`src/rtl/drive_cmd_pkg.sv`:
```
`timescale 1ns/1ps
package drive_cmd_pkg;

    // Control word carried by the control tag; write gate is bit 0.
    typedef struct packed {
        logic release_req;   // bit 9
        logic strobe_late;   // bit 8
        logic strobe_early;  // bit 7
        logic rtz;           // bit 6
        logic am_enable;     // bit 5
        logic fault_clear;   // bit 4
        logic offset_minus;  // bit 3
        logic offset_plus;   // bit 2
        logic read_gate;     // bit 1
        logic write_gate;    // bit 0
    } ctl_word_t;

    localparam int CTL_W = $bits(ctl_word_t);

    typedef enum logic [1:0] {
        TAG_UNIT = 2'd0,
        TAG_CYL  = 2'd1,
        TAG_HEAD = 2'd2,
        TAG_CTL  = 2'd3
    } tag_idx_e;

    localparam int NUM_TAGS = 4;

    function automatic logic went_high(input logic now_v, input logic was_v);
        return now_v & ~was_v;
    endfunction

endpackage

```
`src/rtl/tag_sync.sv`:
```
`timescale 1ns/1ps
module tag_sync #(
    parameter int N = 4
) (
    input  logic         clk,
    input  logic         rst,
    input  logic [N-1:0] tag_in,
    output logic [N-1:0] tag_rise
);
    import drive_cmd_pkg::*;

    for (genvar i = 0; i < N; i++) begin : g_tag
        logic meta_q, sync_q, prev_q;
        always_ff @(posedge clk) begin
            if (rst) begin
                meta_q <= 1'b0;
                sync_q <= 1'b0;
                prev_q <= 1'b0;
            end else begin
                meta_q <= tag_in[i];
                sync_q <= meta_q;
                prev_q <= sync_q;
            end
        end
        assign tag_rise[i] = went_high(sync_q, prev_q);
    end

endmodule

```
`src/rtl/seek_ctrl.sv`:
```
`timescale 1ns/1ps
module seek_ctrl #(
    parameter int BUS_W   = 10,
    parameter int CYL_MAX = 823,
    parameter int SETTLE  = 16
) (
    input  logic             clk,
    input  logic             rst,
    input  logic             seek_req,
    input  logic [BUS_W-1:0] seek_addr,
    input  logic             rtz_req,
    output logic [BUS_W-1:0] cyl,
    output logic             on_cyl,
    output logic             seek_err
);
    localparam int CW = $clog2(SETTLE + 1);
    localparam logic [BUS_W:0] LIMIT = (BUS_W + 1)'(CYL_MAX);

    logic [CW-1:0] settle_q;
    logic          addr_bad;

    assign addr_bad = {1'b0, seek_addr} >= LIMIT;

    always_ff @(posedge clk) begin
        if (rst) begin
            cyl      <= '0;
            settle_q <= '0;
            seek_err <= 1'b0;
        end else if (rtz_req) begin
            cyl      <= '0;
            seek_err <= 1'b0;
            settle_q <= CW'(SETTLE);
        end else if (seek_req) begin
            if (addr_bad) begin
                seek_err <= 1'b1;
                settle_q <= '0;
            end else begin
                cyl      <= seek_addr;
                seek_err <= 1'b0;
                settle_q <= CW'(SETTLE);
            end
        end else if (settle_q != '0) begin
            settle_q <= settle_q - 1'b1;
        end
    end

    assign on_cyl = (settle_q == '0) && !seek_err;

endmodule

```
`src/rtl/ctl_latch.sv`:
```
`timescale 1ns/1ps
module ctl_latch #(
    parameter int BUS_W = 10
) (
    input  logic             clk,
    input  logic             rst,
    input  logic             strobe,
    input  logic [BUS_W-1:0] bus,
    input  logic             wp_in,
    output drive_cmd_pkg::ctl_word_t ctl,
    output logic             rtz_now,
    output logic             rtz_pulse,
    output logic             fc_pulse,
    output logic             fault_q
);
    import drive_cmd_pkg::*;

    ctl_word_t next_w;
    logic      fc_now;

    assign next_w  = ctl_word_t'(bus[CTL_W-1:0]);
    assign rtz_now = strobe & went_high(next_w.rtz, ctl.rtz);
    assign fc_now  = strobe & went_high(next_w.fault_clear, ctl.fault_clear);

    always_ff @(posedge clk) begin
        if (rst) begin
            ctl       <= '0;
            rtz_pulse <= 1'b0;
            fc_pulse  <= 1'b0;
            fault_q   <= 1'b0;
        end else begin
            rtz_pulse <= rtz_now;
            fc_pulse  <= fc_now;
            if (strobe) ctl <= next_w;
            if (strobe && next_w.write_gate && wp_in) fault_q <= 1'b1;
            else if (fc_now)                         fault_q <= 1'b0;
        end
    end

endmodule

```
`src/rtl/tagged_drive_ctl.sv`:
```
`timescale 1ns/1ps
module tagged_drive_ctl #(
    parameter int BUS_W   = 10,
    parameter int UNIT_W  = 4,
    parameter int CYL_MAX = 823,
    parameter int SETTLE  = 16
) (
    input  logic              clk,
    input  logic              rst,
    input  logic [UNIT_W-1:0] my_unit,
    input  logic              open_cable,
    input  logic              write_prot_in,
    input  logic              tag_unit,
    input  logic              tag_cyl,
    input  logic              tag_head,
    input  logic              tag_ctl,
    input  logic [UNIT_W-1:0] unit_bus,
    input  logic [BUS_W-1:0]  cmd_bus,
    input  logic              wr_clk_in,
    input  logic              rd_clk_in,
    output logic              wr_clk_gated,
    output logic              rd_clk_gated,
    output logic              unit_selected,
    output logic              unit_ready,
    output logic              on_cylinder,
    output logic              seek_error,
    output logic              fault,
    output logic              write_protected,
    output logic              rtz_pulse,
    output logic              fault_clr_pulse,
    output logic [BUS_W-1:0]  cur_cyl,
    output logic [BUS_W-1:0]  cur_head,
    output logic [BUS_W-1:0]  ctl_bits
);
    import drive_cmd_pkg::*;

    logic [NUM_TAGS-1:0] rise;
    logic [UNIT_W-1:0]   unit_q;
    logic                unit_valid_q;
    logic                sel_match, status_en;
    logic                on_cyl_raw, seek_err_raw, fault_raw, rtz_now;
    ctl_word_t           ctl;

    tag_sync #(.N(NUM_TAGS)) u_sync (
        .clk      (clk),
        .rst      (rst),
        .tag_in   ({tag_ctl, tag_head, tag_cyl, tag_unit}),
        .tag_rise (rise)
    );

    always_ff @(posedge clk) begin
        if (rst) begin
            unit_q       <= '0;
            unit_valid_q <= 1'b0;
            cur_head     <= '0;
        end else begin
            if (rise[TAG_UNIT] && !open_cable) begin
                unit_q       <= unit_bus;
                unit_valid_q <= 1'b1;
            end
            if (rise[TAG_HEAD] && status_en) cur_head <= cmd_bus;
        end
    end

    assign sel_match = unit_valid_q && (unit_q == my_unit);
    assign status_en = sel_match && !open_cable;

    seek_ctrl #(.BUS_W(BUS_W), .CYL_MAX(CYL_MAX), .SETTLE(SETTLE)) u_seek (
        .clk       (clk),
        .rst       (rst),
        .seek_req  (rise[TAG_CYL] && status_en),
        .seek_addr (cmd_bus),
        .rtz_req   (rtz_now),
        .cyl       (cur_cyl),
        .on_cyl    (on_cyl_raw),
        .seek_err  (seek_err_raw)
    );

    ctl_latch #(.BUS_W(BUS_W)) u_ctl (
        .clk       (clk),
        .rst       (rst),
        .strobe    (rise[TAG_CTL] && status_en),
        .bus       (cmd_bus),
        .wp_in     (write_prot_in),
        .ctl       (ctl),
        .rtz_now   (rtz_now),
        .rtz_pulse (rtz_pulse),
        .fc_pulse  (fault_clr_pulse),
        .fault_q   (fault_raw)
    );

    assign ctl_bits        = BUS_W'(ctl);
    assign unit_selected   = status_en;
    assign unit_ready      = status_en;
    assign on_cylinder     = status_en & on_cyl_raw;
    assign seek_error      = status_en & seek_err_raw;
    assign fault           = status_en & fault_raw;
    assign write_protected = status_en & write_prot_in;
    assign wr_clk_gated    = status_en & ctl.write_gate & wr_clk_in;
    assign rd_clk_gated    = status_en & ctl.read_gate & rd_clk_in;

endmodule

```
`config.mk`:
```
export PLATFORM = sky130hd
export DESIGN_NAME = tagged_drive_ctl
export DESIGN_NICKNAME = d
export VERILOG_FILES = /design/src/rtl/drive_cmd_pkg.sv /design/src/rtl/tag_sync.sv /design/src/rtl/seek_ctrl.sv /design/src/rtl/ctl_latch.sv /design/src/rtl/tagged_drive_ctl.sv
export SDC_FILE = /design/constraint.sdc
export NUM_CORES = 1
export LEC_CHECK = 0
export CAP_MARGIN = 5
export CORE_MARGIN = 2
export CORE_UTILIZATION = 46
export DETAILED_ROUTE_END_ITERATION = 12
export PLACE_DENSITY_LB_ADDON = 0.2
export SLEW_MARGIN = 20
export SYNTH_ARGS = -nofsm -noshare
export SYNTH_HDL_FRONTEND = slang
export SYNTH_SLANG_ARGS = --single-unit
```
`constraint.sdc`:
```
create_clock -name clk -period 2 [get_ports clk]
set_clock_uncertainty 0.15 [all_clocks]
set_input_delay 0.4 -clock clk [delete_from_list [all_inputs] [get_ports clk]]
set_output_delay 0.4 -clock clk [all_outputs]
set_load 0.02 [all_outputs]
```
==> impl_results.md, run 1 <==
- Initial Utilization: 48.0%
- Worst EP arrival: 1.48 ns
- Max H-tree Level: 2
- Final Hold Fails: 0
- DRC Markers: 0
- Synthesized net count: 272
- Layout cells sized above 1: 23.8%
- Warning count from the yosys run: 0
- Pwr/cell area: 646 mW/mm²
- Cell count of the worst reg-to-reg path: 6
- Routed wire length: 5.69 mm
- PortBufs: 67
- VDD IR-drop max: 0.591 mV
- NumNets Final: 365
- Most common cell in the netlist: dfxtp_1
- Die Wd: 74.4 µm
- Max-Cap Viols: 0
- Synth top area share: 49.1%
- Final setup viols: 4
- Site Rows: 25
- Relative slew slack: 71.7%
- Status: finished with violations
- Clk buf depth: 2
- Slew Viols, Final: 0
- Hold Crit Class: register to register
- Fin crit period: 2.03 ns
- Syn avg cell area: 9.39 µm²
- Clock slew at reported path FFs: 0.09 ns
- Via/cell ratio: 5.13
- Routability Congestion: 0.861
- Ranking of synthesized cells by area: dfxtp_1 (49%), mux2i_1 (11%), nand2_1 (5.8%), o41ai_1 (4.2%), nor2b_1 (3.8%)
- Initial antenna violation count: 0
- DRT iter0 DRCs: 130
- Grt total ovfl: 0
- Via count: 2068
- GR Util All Layers: 21.3%
- CP required: 1.45 ns
- Core area: 0.00475 mm²
- TNS Setup: -0.0716 ns
- Flop2flop setup slack: 0.08 ns
- Drt wl/cell: 14.1 µm
- CP max FO: 3
- Slew @ Worst Pin: 0.419 ns
- Most used DFF post-synth: dfxtp_1
- Clk sink count: 56
- Commonest cells in the netlist: dfxtp_1 (56), nand2_1 (35), mux2i_1 (24)
- Failing checks: setup timing
- DP HPWL: 4.23 mm
- Worst setup endpoint: rd_clk_gated
- Die H: 74.4 µm
- Critical Path Source: unit_q[2]
- Area after DPL: 0.00325 mm²
- Post-synthesis cell count: 243
- Post-synthesis sequential area ratio: 49.1%
- I/O pin count: 68
- Startpoint Class: register
- Routed Antenna Nets: 0
- CTS buffer count: 5
- Hold_buf cts: 0
- Crit end category: output port
- Mapped Area: 0.00228 mm²
- Yosys top cell by area: dfxtp_1
- Die ar.: 0.00554 mm²
- Design area: 0.00351 mm²
- First-pass DRT Iterations: 4
- Vias in the first global route: 1951
- RSZ-0062 raised after global routing: yes
- Final worst slack: -0.0284 ns
- Post-synth cell types: 37
- Clk_lat worst skew: 0.31 ns
- Highest Clock Rate: 0.493 GHz
- N_diodes: 0
- CTS root buf: clkbuf_8
- Final period util: 101%
- Layout area overhead: 53.8%
- Largest net degree at the start of global routing: 33
- Number of enable flip-flop cells after synthesis: 0
- RR Startpoint: unit_q[1]
- Synth async-reset ratio: 0%
- WS Path Type: register to output port
- CTS tree: yes
- First-pass GRT wire length: 9.08 mm
- Leak: 1.35 nW
- Reg-to-reg endpoint: u_seek.cyl[0]
- #FFs+latches synth: 56
-- kinds of logic (layout without fill, tap and decap cells) --
group           count (synthesis)  after routing  synth area share [%]
flops                          56             56                  49.1
compound gates                 31             31                  9.65
xor+xnor                        5              5                  1.92
simple gates                  105            105                  24.3
buf+inv                        21            114                  3.95
mux                            24             24                  10.5
fa+ha+maj                       1              1                 0.548
-- cell type report --
class	instances	area, µm²
Fill cell	369	1240
Clock buffer	7	96.3
Sequential cell	56	1130
Inverter	4	15.0
Multi-Input combinational cell	166	1220
Tap cell	67	83.8
Timing Repair Buffer	103	970
-- per-stage QoR --
stage | hold slack [ns] | util, % | worst slack [ns] | total power, mW | std cells
after global routing | 0.313 | 73.8 | -0.0841 | 2.38 | 403
after detailed placement | 0.278 | 68.3 | -0.768 | 1.63 | 394
after global placement | 0.270 | 68.3 | -0.725 | 1.61 | 394
after floorplan | 0.264 | - | 0.0546 | 1.43 | 243
final | 0.298 | 73.8 | -0.0284 | 2.27 | 403
after CTS | 0.299 | 71.8 | -0.0630 | 2.27 | 403
-- metal layers --
metal  global-route usage, %  up-vias  wire, µm  share of wire, %
met5                       0        -         0                 0
li1                        -     1045         -                 -
met4                    7.34        0        78               1.4
met2                    35.3       62      2810                49
met3                    5.01        9       286               5.0
met1                    27.4      952      2520                44
-- power breakdown --
| group | switching (mW) | internal (mW) | leakage, nW |
|---|---|---|---|
| Combinational | 0.207 | 0.225 | 0.844 |
| Sequential | 0.0332 | 1.16 | 0.457 |
| Clock | 0.336 | 0.309 | 0.0503 |
-- worst min-delay path by stage --
stage                     cells after the start                endpoint              startpoint  slack (ns)
after floorplan                               1  u_sync.g_tag[0].sync_q  u_sync.g_tag[0].meta_q        0.26
after global placement                        1  u_sync.g_tag[3].sync_q  u_sync.g_tag[3].meta_q        0.27
after detailed placement                      1  u_sync.g_tag[2].sync_q  u_sync.g_tag[2].meta_q        0.28
after CTS                                     1  u_sync.g_tag[2].sync_q  u_sync.g_tag[2].meta_q        0.30
after global routing                          1  u_sync.g_tag[2].sync_q  u_sync.g_tag[2].meta_q        0.31
final                                         1  u_sync.g_tag[0].sync_q  u_sync.g_tag[0].meta_q        0.30
-- cells in the final DEF, fill, tap and decap left out, types with 3 or more instances in the layout --
cell type and n:
clkdlybuf4s50_1 54, dfxtp_1 51, nand2_1 34, buf_4 33, mux2i_1 24, nor2_1 13, nor2b_1 13, a21oi_1 13
nand4_1 11, buf_6 10, o41ai_1 7, clkbuf_8 7, and3_4 6, dfxtp_2 5, nand2b_1 4, nor3_1 4
clkdlybuf4s15_1 4, inv_1 3, nand3_1 3
-- critical path, cell delays in order, from the launching register on --
cell and delay, ns:
dfxtp_2 0.34, xnor2_2 0.17, and3_4 0.24, nand2_4 0.07, inv_2 0.07, and3_4 0.17
buf_6 0.11
-- registers in the layout (all words and copies together), names as in the netlist, 4 cells and up --
| signal | flops |
|---|---|
| unit_q | 4 |
| u_sync.g_tag.meta_q | 4 |
| u_ctl.ctl | 10 |
| u_seek.cyl | 10 |
| u_sync.g_tag.sync_q | 4 |
| cur_head | 10 |
| u_sync.g_tag.prev_q | 4 |
| u_seek.settle_q | 5 |
-- timing repair --
item	4_1_cts	5_1_grt
pin swaps	9	3
setup buffers	2	0
endpoints found under the hold margin	0	0
gates resized for setup	67	19
setup endpoints to repair	36	19
Note: power is estimated with default switching activity, not from simulation.
==> inputs of run 2 (changes only) <==
- clock period: 2 -> 1.9 ns (I/O delays scaled with it)
==> run 2 against run 1 <==
Against the previous run:
- the run still ends with setup timing left
- clock-buffer cell count stayed put
- combinational power is 17% higher
- clock power is 3.7% lower
- flip-flop and latch count stayed put
- non-clock buffer count is 7 higher
- critical path type is now primary input to output port
- largest cell class unchanged
==> impl_results.md, run 2 (synthesis gave the netlist of run 1 again) <==
- Most common cell after layout, fill and taps aside: clkdlybuf4s50_1 (unchanged)
- Slowest cell on the critical path: dlygate4sd2_1 (was dfxtp_2)
- PortBufs: 67 (unchanged)
- Hold Path Origin: u_sync.g_tag[3].meta_q (was u_sync.g_tag[0].meta_q)
- Die Wd: 74.4 µm (unchanged)
- Final total power: 2.37 mW (was 2.27 mW)
- Max H-tree Level: 2 (unchanged)
- Final worst slack: -0.114 ns (was -0.0284 ns)
- Worst slack at placement: -0.818 ns (was -0.768 ns)
- Clock slew at reported path FFs: 0.09 ns (about the same)
- Leak: 1.39 nW (was 1.35 nW)
- Core area: 0.00475 mm² (unchanged)
- CTS root buf: clkbuf_8 (unchanged)
- Routability Congestion: 0.811 (was 0.861)
- DRT iter0 DRCs: 134 (was 130)
- Grt met3 use: 4.20% (was 5.01%)
- Die ar.: 0.00554 mm² (unchanged)
- Routed wire length: 5.80 mm (was 5.69 mm)
- CTS tree: yes (unchanged)
- Final core utilization: 75.2% (was 73.8%)
- Pwr/cell area: 663 mW/mm² (was 646 mW/mm²)
- CP max FO: 3 (unchanged)
- Fin crit period: 2.01 ns
- Initial Utilization: 48.0% (unchanged)
- First-pass GRT wire length: 9.29 mm (was 9.08 mm)
- I/O pin count: 68 (unchanged)
- RR Startpoint: unit_q[2] (was unit_q[1])
- Failing checks: setup timing (unchanged)
- Top cell by count, worst path: and3_4 (unchanged)
- Critical Path Source: my_unit[2] (was unit_q[2])
- Status: finished with violations (unchanged)
- Most frequent cells in the layout: clkdlybuf4s50_1 (53), dfxtp_1 (52), buf_4 (35), nand2_1 (34), mux2i_1 (24) (was clkdlybuf4s50_1 (54), dfxtp_1 (51), nand2_1 (34), buf_4 (33), mux2i_1 (24))
- Max-Cap Viols: 0 (unchanged)
- VDD IR-drop max: 0.423 mV (was 0.591 mV)
- Largest net degree at the start of global routing: 33 (unchanged)
- Startpoint Class: primary input (was register)
- Layout area overhead: 56.6% (was 53.8%)
- Clk_lat worst skew: 0.31 ns (about the same)
- Global-route met1 utilization: 29.1% (was 27.4%)
- Worst hold slack: 0.291 ns (was 0.298 ns)
- Flop2flop setup slack: -0.09 ns (was 0.08 ns)
- CTS buffer count: 5 (unchanged)
- Crit end category: output port (unchanged)
- Relative slew slack: 53.3% (was 71.7%)
- Final Hold Fails: 0 (unchanged)
- RSZ-0062 raised after global routing: yes (unchanged)
- CP Buf/Inv Count: 3 (was 2)
- Grt total ovfl: 0 (unchanged)
- WS Path Type: primary input to output port (was register to output port)
- NumNets Final: 372 (was 365)
- Highest Clock Rate: 0.497 GHz
- Site Rows: 25 (unchanged)
- Critical path cell sequence: dlygate4sd2_1 -> xnor2_2 -> and3_4 -> nand2_2 -> inv_2 -> and3_4 -> buf_6 (was xnor2_2 -> and3_4 -> nand2_4 -> inv_2 -> and3_4 -> buf_6)
- First-pass DRT Iterations: 4 (unchanged)
- Initial antenna violation count: 0 (unchanged)
- Slew @ Worst Pin: 0.700 ns (was 0.419 ns)
- Via/cell ratio: 5.17 (was 5.13)
- Biggest regs: cur_head x10, u_ctl.ctl x10, u_seek.cyl x10 (unchanged)
- Drt wl/cell: 14.1 µm (about the same)
- GR peak layer: met2 (unchanged)
- GR Util All Layers: 21.6% (was 21.3%)
- Clk sink count: 56 (unchanged)
- Hold Crit Class: register to register (unchanged)
- Final period util: 106%
- Die H: 74.4 µm (unchanged)
- DP HPWL: 4.13 mm (was 4.23 mm)
- Final setup viols: 21 (was 4)
- Layout cells sized above 1: 25.9% (was 23.8%)
- N_diodes: 0 (unchanged)
- Via count: 2126 (was 2068)
- GRT met2 Usage: 35.8% (was 35.3%)
- CP top delay family: simple AND/OR/NAND/NOR gates (unchanged)
- DRC Markers: 0 (unchanged)
- TNS Setup: -1.20 ns (was -0.0716 ns)
- Worst EP arrival: 1.48 ns (about the same)
- Clk buf depth: 2 (unchanged)
- Vias in the first global route: 2044 (was 1951)
- Routed Antenna Nets: 0 (unchanged)
- CP required: 1.37 ns (was 1.45 ns)
- Slew Viols, Final: 0 (unchanged)
- Max incr delay on CP: 0.26 ns (was 0.34 ns)
run 2: final timing paths:
path	to	cells after the start
setup / recovery	rd_clk_gated	7
hold / removal	u_sync.g_tag[3].sync_q	1
setup reg to reg	u_seek.cyl[6]	8
hold reg to reg	u_sync.g_tag[3].sync_q	1
run 2: cell type report:
| type | instances | area (µm²) |
|---|---|---|
| inverters | 4 | 15.0 |
| fillers | 351 | 1180 |
| well taps | 67 | 83.8 |
| repair buffers | 110 | 1040 |
| clock inverters | 1 | 8.76 |
| multi-input cells | 166 | 1220 |
| flip-flops and latches | 56 | 1130 |
| clock buffers | 7 | 76.3 |
run 2: power breakdown:
part,internal (mW),switching [mW],leakage [nW]
Clock,0.264,0.357,0.0424
Combinational,0.273,0.233,0.890
Sequential,1.22,0.0222,0.456
run 2: metrics by stage:
stage | cell area, µm² | cells
final | 3570 | 411
after global routing | 3570 | 411
after CTS | 3480 | 409
after detailed placement | 3270 | 395
after global placement | 3270 | 395
after floorplan | 2300 | 243
run 2: repair_timing:
| action | in CTS | in global routing |
|---|---|---|
| pin swaps | 8 | 4 |
| hold buffers | 0 | 0 |
| setup buffers | 6 | 2 |
| resized for setup | 68 | 20 |
| cloned | 0 | 1 |
| setup endpoints to repair | 36 | 41 |
run 2: routing by layer:
metal / up-vias / wire length, µm / share of wire [%]
met5: - / 0 / 0
met4: 0 / 63 / 1.1
met3: 7 / 220 / 3.8
met2: 50 / 2840 / 49
met1: 1010 / 2670 / 46
li1: 1059 / - / -
==> inputs of run 3 (changes only) <==
- PLACE_DENSITY_LB_ADDON: 0.2 -> 0.08
==> run 3 against run 2 <==
Against the previous run:
- the run still ends with setup timing left
- combinational power is 4.7% higher
- design area is 6.1% higher
- power is 8.9% higher
- cell count is 1.7% higher
- non-clock buffer count is 7 higher
- register-to-register slack better by 0.10 ns
- die area stayed put
- critical path depth stayed put
- setup slack worse by 0.046 ns
- flip-flop and latch count stayed put
- global-route usage is 1.9 points higher
- sequential share of layout area is 1.8 points lower
- critical endpoint unchanged
- largest cell class unchanged
==> impl_results.md, run 3 (synthesis gave the netlist of run 1 again) <==
- Status: finished with violations (unchanged)
- Failing checks: setup timing (unchanged)
- Routed Antenna Nets: 0 (unchanged)
- Clock slew at reported path FFs: 0.10 ns (was 0.09 ns)
- Via/cell ratio: 5.27 (was 5.17)
- First-pass DRT Iterations: 4 (unchanged)
- Crit end category: output port (unchanged)
- DRC Markers: 0 (unchanged)
- CTS buffer count: 5 (unchanged)
- Relative slew slack: 66.2% (was 53.3%)
- Biggest regs: cur_head x10, u_ctl.ctl x10, u_seek.cyl x10 (unchanged)
- Area after DPL: 0.00331 mm² (was 0.00327 mm²)
- GR Util All Layers: 23.5% (was 21.6%)
- Die Wd: 74.4 µm (unchanged)
- Slew Viols, Final: 0 (unchanged)
- Startpoint Class: primary input (unchanged)
- RR Startpoint: unit_q[3] (was unit_q[2])
- Slew @ Worst Pin: 0.507 ns (was 0.700 ns)
- Fillers: 331 (was 351)
- N_diodes: 0 (unchanged)
- Final period util: 108% (was 106%)
- Largest net degree at the start of global routing: 33 (unchanged)
- Hold Crit Class: register to register (unchanged)
- Pwr/cell area: 680 mW/mm² (was 663 mW/mm²)
- Initial Utilization: 48.0% (unchanged)
- Final core utilization: 79.8% (was 75.2%)
- Via count: 2203 (was 2126)
- Vias in the first global route: 2088 (was 2044)
- Layout area overhead: 66.2% (was 56.6%)
- Grt total ovfl: 0 (unchanged)
- Drt wl/cell: 15.4 µm (was 14.1 µm)
- Routability Congestion: 0.797 (was 0.811)
- Routed wire length: 6.45 mm (was 5.80 mm)
- FF+latch area: 0.00113 mm² (about the same)
- CP required: 1.37 ns (about the same)
- Clk_lat worst skew: 0.32 ns (was 0.31 ns)
- Fin crit period: 2.06 ns (was 2.01 ns)
- Clk sink count: 56 (unchanged)
- Hold_buf cts: 0 (unchanged)
- VDD IR-drop max: 0.535 mV (was 0.423 mV)
- Final setup viols: 16 (was 21)
- Critical Path Source: my_unit[3] (was my_unit[2])
- WS Path Type: primary input to output port (unchanged)
- NumNets Final: 379 (was 372)
- Multi-input logic area: 0.00132 mm² (was 0.00122 mm²)
- Initial antenna violation count: 0 (unchanged)
- Core area: 0.00475 mm² (unchanged)
- DP HPWL: 4.24 mm (was 4.13 mm)
- Die ar.: 0.00554 mm² (unchanged)
- Site Rows: 25 (unchanged)
- Hold Path Origin: u_sync.g_tag[3].meta_q (unchanged)
- Clk buf depth: 2 (unchanged)
- Die H: 74.4 µm (unchanged)
- DRT iter0 DRCs: 99 (was 134)
- RSZ-0062 raised after global routing: yes (unchanged)
- Max H-tree Level: 2 (unchanged)
- CTS tree: yes (unchanged)
- PortBufs: 67 (unchanged)
- Layout cells sized above 1: 30.2% (was 25.9%)
- Flop2flop setup slack: 0.01 ns (was -0.09 ns)
- Design area: 0.00379 mm² (was 0.00357 mm²)
- Highest Clock Rate: 0.486 GHz (was 0.497 GHz)
- Most frequent cells in the layout: dfxtp_1 (51), clkdlybuf4s50_1 (51), buf_4 (40), nand2_1 (34), mux2i_1 (24) (was clkdlybuf4s50_1 (53), dfxtp_1 (52), buf_4 (35), nand2_1 (34), mux2i_1 (24))
- CTS root buf: clkbuf_8 (unchanged)
- I/O pin count: 68 (unchanged)
- Final worst slack: -0.159 ns (was -0.114 ns)
- Final Hold Fails: 0 (unchanged)
- Worst EP arrival: 1.53 ns (was 1.48 ns)
- CP max FO: 4 (was 3)
- Max-Cap Viols: 0 (unchanged)
- First-pass GRT wire length: 10.0 mm (was 9.29 mm)
- Leak: 1.51 nW (was 1.39 nW)
-- run 3: cell types whose count changed in the layout (fill, tap and decap cells not counted), sizes merged, moves of 2 or more --
| cell | before | now |
|---|---|---|
| clkbuf | 7 | 5 |
| clkdlybuf4s50 | 53 | 51 |
| buf | 51 | 57 |
| dlymetal6s2s | 1 | 3 |
| dlygate4sd2 | 2 | 4 |
-- run 3: report_power, final --
group          switching, mW  total (mW)  internal, mW
registers             0.0246        1.24          1.22
clock network          0.408       0.805         0.398
logic                  0.242       0.530         0.289
total                  0.674        2.58          1.91
-- run 3: per-layer routing --
metal	wire (µm)	up-vias	part of all wire [%]	track usage, %
met2	3190	76	49	40.5
met3	331	13	5.1	4.20
met4	128	0	2.0	5.56
li1	-	1077	-	-
met1	2800	1037	43	30.8
met5	0	-	0	0
-- run 3: layout make-up --
class                   count  area share [%]
well taps                  67            2.21
repair buffers            117            29.7
inverters                   4           0.396
flip-flops and latches     56            29.7
clock inverters             3            1.22
clock buffers               5            1.81
multi-input cells         166            34.9
-- run 3: final timing paths --
path / to / cells after the start
worst max-delay path: rd_clk_gated / 7
worst min-delay path: u_sync.g_tag[3].sync_q / 1
worst max register to register: u_seek.cyl[5] / 5
worst min register to register: u_sync.g_tag[3].sync_q / 1
-- run 3: worst max-delay path, cell delays in order --
cell and delay (ns):
dlygate4sd2_1 0.26, xnor2_2 0.19, and3_4 0.22, nand2_2 0.09
inv_2 0.09, and3_4 0.18, buf_6 0.11
-- run 3: timing repair --
action                                  in CTS  in global routing
endpoints found under the setup margin      45                 38
buffers inserted                             5                  2
gates cloned                                 1                  1
hold endpoints to repair                     0                  0
pin swaps                                   31                  8
resized for setup                           84                 19
-- run 3: per-stage QoR --
stage	total power [mW]	worst slack, ns	cells	hold WS, ns	TNS, ns
2_1_floorplan	1.51	0.0144	243	0.264	0
4_1_cts	2.57	-0.169	415	0.307	-1.09
6_report	2.58	-0.159	418	0.291	-1.09
3_3_place_gp	1.75	-0.786	401	0.268	-23.57
3_5_place_dp	1.76	-0.826	401	0.280	-25.17
5_1_grt	2.70	-0.224	418	0.317	-2.78
